[src/rtl/kpscan_pkg.sv]
package kpscan_pkg;
  parameter int unsigned MAX_ROWS  = 16;
  parameter int unsigned COL_W     = 16;
  parameter int unsigned ROW_IDX_W = $clog2(MAX_ROWS);
  parameter int unsigned CNT8_W    = 8;
  parameter int unsigned SETTLE_W  = 14;
  parameter int unsigned GAP_W     = 16;
  parameter int unsigned ADDR_W    = 8;
  parameter int unsigned DATA_W    = 2 * COL_W;

  localparam int unsigned WORD_CTRL  = 0;
  localparam int unsigned WORD_GEOM  = 1;
  localparam int unsigned WORD_STAT  = 2;
  localparam int unsigned WORD_MASK  = 3;
  localparam int unsigned WORD_DATA0 = 4;

  typedef enum logic [1:0] {
    MODE_IDLE   = 2'd0,
    MODE_DETECT = 2'd1,
    MODE_ONCE   = 2'd2,
    MODE_LOOP   = 2'd3
  } scanMode_e;

  typedef struct packed {
    logic                 rowWr;
    logic [ROW_IDX_W-1:0] rowIdx;
    logic                 scanDone;
    logic                 modeClear;
  } scanStb_t;
endpackage

[src/rtl/kpscan_ctrl.sv]
module kpscan_ctrl
  import kpscan_pkg::*;
#(
  parameter int unsigned ROWS  = MAX_ROWS,
  parameter int unsigned SET_W = SETTLE_W,
  parameter int unsigned GW    = GAP_W,
  parameter int unsigned RCW   = CNT8_W
) (
  input  logic             clk,
  input  logic             rstN,
  input  scanMode_e        mode,
  input  logic [SET_W-1:0] settle,
  input  logic [GW-1:0]    gap,
  input  logic [RCW-1:0]   rowCount,
  output scanStb_t         stb,
  output logic [ROWS-1:0]  rowSel
);
  localparam int unsigned CNT_W = (SET_W > GW) ? SET_W : GW;
  localparam int unsigned IDX_W = $clog2(ROWS);

  typedef enum logic [1:0] {ST_IDLE, ST_SETTLE, ST_GAP} scanState_e;

  scanState_e       st, stNext;
  logic [CNT_W-1:0] cnt, cntNext;
  logic [IDX_W-1:0] rowIdx, idxNext;
  logic [RCW-1:0]   effRows, lastRow;
  logic             scanning, detectAll;

  assign scanning  = (mode == MODE_ONCE) || (mode == MODE_LOOP);
  assign detectAll = (mode == MODE_DETECT);
  assign effRows   = (rowCount > RCW'(ROWS)) ? RCW'(ROWS) : rowCount;
  assign lastRow   = effRows - RCW'(1);

  always_comb begin
    stb        = '0;
    stb.rowIdx = rowIdx;
    stNext     = st;
    cntNext    = cnt;
    idxNext    = rowIdx;
    case (st)
      ST_IDLE: begin
        if (scanning) begin
          cntNext = '0;
          idxNext = '0;
          if (effRows == '0) begin
            stb.scanDone = 1'b1;
            if (mode == MODE_ONCE) stb.modeClear = 1'b1;
            else                   stNext = ST_GAP;
          end else begin
            stNext = ST_SETTLE;
          end
        end
      end
      ST_SETTLE: begin
        if (!scanning) begin
          stNext = ST_IDLE;
        end else if (cnt == CNT_W'(settle)) begin
          stb.rowWr = 1'b1;
          cntNext   = '0;
          if (RCW'(rowIdx) == lastRow) begin
            stb.scanDone = 1'b1;
            if (mode == MODE_ONCE) begin
              stb.modeClear = 1'b1;
              stNext        = ST_IDLE;
            end else begin
              stNext = ST_GAP;
            end
          end else begin
            idxNext = rowIdx + IDX_W'(1);
          end
        end else begin
          cntNext = cnt + CNT_W'(1);
        end
      end
      default: begin
        if (!scanning) begin
          stNext = ST_IDLE;
        end else if (cnt == CNT_W'(gap)) begin
          stNext  = ST_SETTLE;
          cntNext = '0;
          idxNext = '0;
        end else begin
          cntNext = cnt + CNT_W'(1);
        end
      end
    endcase
  end

  always_ff @(posedge clk or negedge rstN) begin
    if (!rstN) begin
      st     <= ST_IDLE;
      cnt    <= '0;
      rowIdx <= '0;
    end else begin
      st     <= stNext;
      cnt    <= cntNext;
      rowIdx <= idxNext;
    end
  end

  for (genvar r = 0; r < ROWS; r++) begin : g_rowSel
    assign rowSel[r] = detectAll || ((st == ST_SETTLE) && (rowIdx == IDX_W'(r)));
  end
endmodule

[src/rtl/kpscan_regs.sv]
module kpscan_regs
  import kpscan_pkg::*;
#(
  parameter int unsigned ROWS = MAX_ROWS,
  parameter int unsigned CW   = COL_W,
  parameter int unsigned AW   = ADDR_W,
  parameter int unsigned DW   = DATA_W,
  parameter int unsigned RCW  = CNT8_W
) (
  input  logic                clk,
  input  logic                rstN,
  input  logic                psel,
  input  logic                penable,
  input  logic                pwrite,
  input  logic [AW-1:0]       paddr,
  input  logic [DW-1:0]       pwdata,
  output logic [DW-1:0]       prdata,
  input  logic [CW-1:0]       colIn,
  input  scanStb_t            stb,
  output scanMode_e           mode,
  output logic [SETTLE_W-1:0] settle,
  output logic [GAP_W-1:0]    gap,
  output logic [RCW-1:0]      rowCount,
  output logic                irq,
  output logic [2:0]          statusBits,
  output logic                keyDown,
  output logic                ctrlWrite
);
  localparam int unsigned WA_W  = AW - 2;
  localparam int unsigned PAIRS = ROWS / 2;

  logic [DW-1:0]   ctrlReg;
  logic [2*RCW-1:0] geomReg;
  logic [2:0]      maskReg, setBits, clrBits;
  logic [CW-1:0]   rowData [ROWS];
  logic [CW-1:0]   colMask, newWord;
  logic [WA_W-1:0] wordAddr;
  logic            aligned, busWr;
  logic [RCW-1:0]  colCount;

  assign wordAddr = paddr[AW-1:2];
  assign aligned  = (paddr[1:0] == 2'b00);
  assign busWr    = psel && penable && pwrite && aligned;
  assign ctrlWrite = busWr && (wordAddr == WA_W'(WORD_CTRL));

  assign mode     = scanMode_e'(ctrlReg[1:0]);
  assign settle   = ctrlReg[SETTLE_W+1:2];
  assign gap      = ctrlReg[DW-1:DW-GAP_W];
  assign rowCount = geomReg[RCW-1:0];
  assign colCount = geomReg[2*RCW-1:RCW];

  for (genvar c = 0; c < CW; c++) begin : g_colMask
    assign colMask[c] = (RCW'(c) < colCount);
  end

  assign newWord = colIn | ~colMask;
  assign keyDown = |(~colIn & colMask);

  assign setBits = {(mode == MODE_DETECT) && keyDown,
                    stb.rowWr && (newWord != rowData[stb.rowIdx]),
                    stb.scanDone};
  assign clrBits = (busWr && (wordAddr == WA_W'(WORD_STAT))) ? pwdata[2:0] : 3'b000;

  always_ff @(posedge clk or negedge rstN) begin
    if (!rstN) begin
      ctrlReg    <= '0;
      geomReg    <= '0;
      maskReg    <= '0;
      statusBits <= '0;
    end else begin
      if (ctrlWrite)          ctrlReg <= pwdata;
      else if (stb.modeClear) ctrlReg[1:0] <= MODE_IDLE;
      if (busWr && (wordAddr == WA_W'(WORD_GEOM))) geomReg <= pwdata[2*RCW-1:0];
      if (busWr && (wordAddr == WA_W'(WORD_MASK))) maskReg <= pwdata[2:0];
      statusBits <= (statusBits & ~clrBits) | setBits;
    end
  end

  for (genvar r = 0; r < ROWS; r++) begin : g_rowStore
    always_ff @(posedge clk or negedge rstN) begin
      if (!rstN)                                          rowData[r] <= '0;
      else if (stb.rowWr && (stb.rowIdx == ROW_IDX_W'(r))) rowData[r] <= newWord;
    end
  end

  assign irq = |(statusBits & maskReg);

  always_comb begin
    prdata = '0;
    if (aligned) begin
      case (wordAddr)
        WA_W'(WORD_CTRL): prdata = ctrlReg;
        WA_W'(WORD_GEOM): prdata = DW'(geomReg);
        WA_W'(WORD_STAT): prdata = DW'(statusBits);
        WA_W'(WORD_MASK): prdata = DW'(maskReg);
        default: begin
          for (int p = 0; p < PAIRS; p++) begin
            if (wordAddr == WA_W'(WORD_DATA0 + p)) prdata = {rowData[2*p+1], rowData[2*p]};
          end
        end
      endcase
    end
  end
endmodule

[src/rtl/kpscan_top.sv]
module kpscan_top
  import kpscan_pkg::*;
#(
  parameter int unsigned ROWS = MAX_ROWS,
  parameter int unsigned CW   = COL_W,
  parameter int unsigned AW   = ADDR_W,
  parameter int unsigned DW   = DATA_W
) (
  input  logic          clk,
  input  logic          rstN,
  input  logic          psel,
  input  logic          penable,
  input  logic          pwrite,
  input  logic [AW-1:0] paddr,
  input  logic [DW-1:0] pwdata,
  output logic [DW-1:0] prdata,
  output logic [ROWS-1:0] rowSel,
  input  logic [CW-1:0] colIn,
  output logic          irq
);
  scanStb_t            stb;
  scanMode_e           curMode;
  logic [SETTLE_W-1:0] settle;
  logic [GAP_W-1:0]    gap;
  logic [CNT8_W-1:0]   rowCount;
  logic [2:0]          statusBits;
  logic                keyDown, ctrlWrite;

  kpscan_regs #(.ROWS(ROWS), .CW(CW), .AW(AW), .DW(DW), .RCW(CNT8_W)) u_regs (
    .clk(clk), .rstN(rstN), .psel(psel), .penable(penable), .pwrite(pwrite),
    .paddr(paddr), .pwdata(pwdata), .prdata(prdata), .colIn(colIn), .stb(stb),
    .mode(curMode), .settle(settle), .gap(gap), .rowCount(rowCount), .irq(irq),
    .statusBits(statusBits), .keyDown(keyDown), .ctrlWrite(ctrlWrite)
  );

  kpscan_ctrl #(.ROWS(ROWS), .SET_W(SETTLE_W), .GW(GAP_W), .RCW(CNT8_W)) u_ctrl (
    .clk(clk), .rstN(rstN), .mode(curMode), .settle(settle), .gap(gap),
    .rowCount(rowCount), .stb(stb), .rowSel(rowSel)
  );
endmodule

[config.mk]
export PLATFORM = sky130hd
export DESIGN_NAME = kpscan_top
export DESIGN_NICKNAME = d
export VERILOG_FILES = /design/src/rtl/kpscan_pkg.sv /design/src/rtl/kpscan_ctrl.sv /design/src/rtl/kpscan_regs.sv /design/src/rtl/kpscan_top.sv
export SDC_FILE = /design/constraint.sdc
export NUM_CORES = 1
export LEC_CHECK = 0
export ABC_CLOCK_PERIOD_IN_PS = 2600
export BUFFER_PORTS_ARGS = -buffer_cell sky130_fd_sc_hd__buf_2
export CAP_MARGIN = 40
export CORE_MARGIN = 2
export CORE_UTILIZATION = 45
export CTS_CLUSTER_SIZE = 8
export DETAILED_ROUTE_END_ITERATION = 6
export SLEW_MARGIN = 20
export SYNTH_ARGS = -nofsm -noshare
export SYNTH_HDL_FRONTEND = slang
export SYNTH_SLANG_ARGS = --single-unit
[constraint.sdc]
create_clock -name clk -period 2.6 [get_ports clk]
set_input_delay 0.52 -clock clk [delete_from_list [all_inputs] [get_ports clk]]
set_output_delay 0.52 -clock clk [all_outputs]
set_load 0.005 [all_outputs]
======== After elaboration in Yosys (flattened, before gate mapping) ========
Index checks and enable logic that the tools add are counted.
word-level totals
  bits in registers ....................... 332
  output and inout port bits .............. 49
operators by class
  add/sub/neg operators ................... 3
  magnitude comparators ................... 18
  equal/unequal tests ..................... 41
  multiplexer cells ....................... 50
  bitwise operators ....................... 9
  reductions and logical operators ........ 69
operators by type and width
  cell                                                  count
  two-way mux 32 bit                                    9
  one-hot mux 32 bit (4 select lines)                   1
  two-way mux 16 bit                                    7
  binary-select mux 16 bit (select 4 bit)               1
  < comparator 4 x 8 -> 1 bit (first input constant)    8
  logical AND 1 bit                                     41
  equality test 4 bit (second input constant)           8
  < comparator 3 x 8 -> 1 bit (first input constant)    4
  two-way mux 2 bit                                     16
  NOT 16 bit                                            2
  one-hot mux 16 bit (2 select lines)                   1
  equality test 6 x 3 -> 1 bit (second input constant)  4
  equality test 6 x 4 -> 1 bit (second input constant)  4
  two-way mux 4 bit                                     6
  logical OR 1 bit                                      17
  adder 16 x 1 -> 16 bit (second input constant)        1
  bitwise AND 16 bit                                    1
  equality test 16 x 14 -> 1 bit                        1
  equality test 16 bit                                  1
  equality test 4 x 3 -> 1 bit (second input constant)  4
  < comparator 1 x 8 -> 1 bit (first input constant)    2
  < comparator 2 x 8 -> 1 bit (first input constant)    2
  != test 16 bit                                        1
  bitwise OR 16 bit                                     1
  other kinds (34)                                      47

======== Logic depth before layout (Yosys ltp) ========
  word-level depth ........................ 11
  gate-level depth with buffers ........... 10

======== By module ========
From an unflattened synthesis, not the netlist that was laid out.
unflattened totals
  cell total of the unflattened synthesis .. 1,807
  area total of the unflattened synthesis .. 17,894.7 um2
by module, submodules not included
  module       instances  cells an instance  area an instance (um2)  sequential area each (um2)
  kpscan_regs  1          1,559              15,929.0                7,757.4
  kpscan_ctrl  1          248                1,965.6                 550.5

======== Least setup slack after synthesis ========
Ideal clock, no wire load.
  path type ............................... input to output
  from .................................... in paddr[5]
  to ...................................... out prdata[24]
  data arrival time ....................... 2.157 ns
  required time ........................... 2.080 ns
  path slack .............................. -0.077 ns
  stages .................................. 7
  path buffers ............................ 2
  path through ............................ nor4_1 -> nand2b_1 -> buf_2 -> nor2_1 -> buf_2 -> a22oi_1 -> a21oi_1
between the ends
  word-level cells in the longest chain between the ends .. 11
RTL lines
  item                                   RTL line           source
  from (decl)                            kpscan_top.sv:14   input logic [AW-1:0] paddr,
  equality test 6 x 3 -> 1 bit           kpscan_regs.sv:98  if (wordAddr == WA_W'(WORD_DATA0 + p)) prdata = {rowData[2*p+1], rowData[2*p]};
  two-way mux 32 bit (8 in series)       kpscan_regs.sv:98
  one-hot mux 32 bit (4 select lines) *  kpscan_regs.sv:91  case (wordAddr)
  two-way mux 32 bit *                   kpscan_regs.sv:90  if (aligned) begin
  to (decl)                              kpscan_top.sv:16   output logic [DW-1:0] prdata,
Every way passes the cells marked *; elsewhere a longest branch is shown, timed or not.

======== Worst setup path after layout ========
  from .................................... reg u_regs.geomReg[14]
  to ...................................... reg u_regs.statusBits[1]
between the ends
  word-level cells in the longest chain between the ends .. 6
RTL lines
  item                                                       RTL line           source
  from (decl)                                                kpscan_regs.sv:33  logic [2*RCW-1:0] geomReg;
  from (signal assigned)                                     kpscan_regs.sv:73  if (busWr && (wordAddr == WA_W'(WORD_GEOM))) geomReg <= pwdata[2*RCW-1:0];
  < comparator 1 x 8 -> 1 bit, or another cell as far along  kpscan_regs.sv:53  assign colMask[c] = (RCW'(c) < colCount);
  NOT 16 bit *                                               kpscan_regs.sv:56  assign newWord = colIn | ~colMask;
  bitwise OR 16 bit *                                        kpscan_regs.sv:56
  != test 16 bit *                                           kpscan_regs.sv:60  stb.rowWr && (newWord != rowData[stb.rowIdx]),
  logical AND 1 bit *                                        kpscan_regs.sv:60
  bitwise OR 3 bit *                                         kpscan_regs.sv:75  statusBits <= (statusBits & ~clrBits) | setBits;
  to (signal assigned)                                       kpscan_regs.sv:75
  to (decl)                                                  kpscan_regs.sv:25  output logic [2:0] statusBits,
Marks and branches as above.
A chain may end at the register's enable or synchronous reset.

==> out/results.ini <==
[sta]
max_freq_mhz=369
finalClockSkew_ps=26.5
tightest_slew_ps=957
layout_setup_ws_ps=-109
setup_viol=5
holdWs_ps=154
post-route-period-util=1.04
rsz0062_at_grt=yes
slew_headroom=0.362
report.final.slew_viol_count=0
final_hold_viol_count=0
period_needed_ps=2710
tns_ps=-175

[place]
dp_hpwl_mm=46.8
routabilityCongestion=0.941
io_buffers=109

[synthesis]
synth_top_area_frac=0.458
synthArstFlopShare=1.00
synth.distinct_cells=66
yosysMostFrequentCell=dfrtp_1
ys_warn_count=0
synth_commonest_cells=332 x dfrtp_1, 324 x nand2_1, 250 x o21ai_0, 83 x mux4_2, 82 x nor2_1
yosysSeqAreaShare=0.458
synth_cells=1786
syn_area_per_cell_sq_um=10.2
ys_seq_elements=332
synth_fp_nets=1854
netlist_area_sq_mm=0.0181
synthFlopType=dfrtp_1
synth_edf_count=0
post_synth_main_area_contributors=dfrtp_1 46%, mux4_2 10%, o21ai_0 6.9%, nand2_1 6.7%, mux2_2 4.8%
synth_top_cell_by_area=dfrtp_1

[run_status]
failed_checks=setup timing
status=finished, violations left

[floorplan]
die_y_um=205
rows=73
die_area_sq_mm=0.0419
ios=110
core_region_area_sq_mm=0.0397
die_x_um=205
start_util=0.457

[power_and_ir_drop]
power_density_mw_per_mm2=559
p_leak_nw=10.4
worst_ir_drop_vdd_uv=448
finalPower_mw=13.3

[setup_path]
critPathArrivalTime_ps=3160
worstPathRequired_ps=3050
end_kind=flip-flop
worstPathMaxFanout=15
cp-start-kind=flip-flop
worstSetupPathType=flip-flop to flip-flop

[global_route]
grt_pass1_vias=15700
grt_use_total=0.328
antenna_found_initial=1
grt_pass1_wl_mm=101
grt_max_degree=68
grt_overflow_total=0

[routing]
wire_per_inst_um=26.0
drc=0
ant_nets=0
drt_iter0_drc=1714
wirelength_mm=67.7
vias=16000
drt_first_pass_iters=5
routed_via_density=6.15

[clocking]
insertion_delay_ps=600
clockRootBuffer=clkbuf_16
clkSinkCount=332
htree_levels=2
clk_pin_slew_ps=50
cts_buffers=47
cts_tree=done
cts_buffer_depth=3

[run]
max_cap_violations=0

[layout]
finish.utilization=0.600
nFillCells=3296
drive_gt1_frac=0.378
syn_to_final_growth_pct=31.4
nets=2136
diodes=0

[min_path]
hold_class=input pin to flip-flop

[cell usage in the layout (no fill, tap or decap), types with 25 or more instances in the layout]
cell type	n
clkbuf_16	52
o21ai_2	32
buf_2	103
buf_12	58
a22oi_1	25
o21ai_0	200
a21oi_2	26
mux2i_1	42
o21ai_1	98
mux2_2	77
buf_4	182
buf_6	25
dfrtp_1	328
a21oi_1	53
xnor2_1	49
mux4_2	83
nor2_1	71
nand2_1	296
[kinds of logic (layout without fill, tap and decap cells)]
kind of cell,count (synthesis),in the layout,synth area share
flops,332,332,0.458
buf+inv,162,450,0.0485
xor+xnor,72,72,0.0347
mux,203,203,0.175
fa+ha+maj,7,7,0.00483
compound gates,506,506,0.154
simple gates,504,504,0.126
[metal layers]
metal | vias to the layer above | share of wire | GRT usage | wire (um)
li1 | 6995 | - | - | -
met1 | 7930 | 0.40 | 0.435 | 27200
met2 | 845 | 0.45 | 0.499 | 30200
met3 | 211 | 0.10 | 0.0969 | 6960
met4 | 0 | 0.048 | 0.144 | 3270
met5 | - | 0 | 0 | 0
[path summary, 6_finish.rpt]
check	slack (ps)	start	depth (start not counted)	to
max reg2reg	-110	u_regs.geomReg[14]	9	u_regs.statusBits[1]
max in group asynchronous	1330	rstN	3	u_regs.rowData[117]
min in group asynchronous	510	rstN	2	u_regs.geomReg[13]
max	-110	u_regs.geomReg[14]	9	u_regs.statusBits[1]
min	150	pwdata[29]	2	u_regs.ctrlReg[29]
min reg2reg	500	u_regs.rowData[191]	2	u_regs.rowData[191]
[critical path, stage by stage (launching register included)]
cell and delay (ps):
dfrtp_1 420, nor4_4 410, buf_4 300, o21ai_0 100
nor2b_1 130, buf_4 180, xnor2_1 410, o21ai_0 130
nor4_1 350, a31oi_1 130
[state kept, by name, indices dropped and copies added (netlist names)]
name and cells:
u_regs.rowData 256, u_regs.ctrlReg 32, u_ctrl.cnt 16, u_regs.geomReg 16, u_ctrl.rowIdx 4, u_regs.maskReg 3, u_regs.statusBits 3, u_ctrl.st 2
[final cells by class]
type | instances | area [sq um] | share of cell area
Multi-Input combinational cell | 1292 | 9910 | 0.416
Sequential cell | 332 | 8320 | 0.349
Timing Repair Buffer | 385 | 3650 | 0.153
Clock buffer | 52 | 1200 | 0.0505
Tap cell | 525 | 657 | 0.0275
Clock inverter | 3 | 55.1 | 0.00231
Inverter | 10 | 51.3 | 0.00215
[repair_timing]
| action | in CTS | in global routing |
|---|---|---|
| gates resized for setup | 225 | 105 |
| endpoints found under the setup margin | 52 | 63 |
| cloned | 3 | 5 |
| buffers inserted | 39 | 21 |
| endpoints found under the hold margin | 55 | 0 |
| hold buffers | 1 | 0 |
| pin swaps | 69 | 47 |
[through the flow]
stage | std cells | setup WS, ps | instance area, sq um
2_1_floorplan | 1786 | -19.1 | 18200
3_3_place_gp | 2482 | -433 | 20800
3_5_place_dp | 2482 | -407 | 20800
4_1_cts | 2573 | -74.2 | 23200
5_1_grt | 2599 | -175 | 23900
6_report | 2599 | -109 | 23900
[power by group]
part / internal, mW / switching (mW) / leakage (nW) / total [mW]
clock network: 3.23 / 2.28 / 0.614 / 5.51
registers: 5.23 / 0.0591 / 3.29 / 5.29
logic: 1.21 / 1.32 / 6.54 / 2.53
total: 9.67 / 3.65 / 10.4 / 13.3
Note: power is estimated with default switching activity, not from simulation.
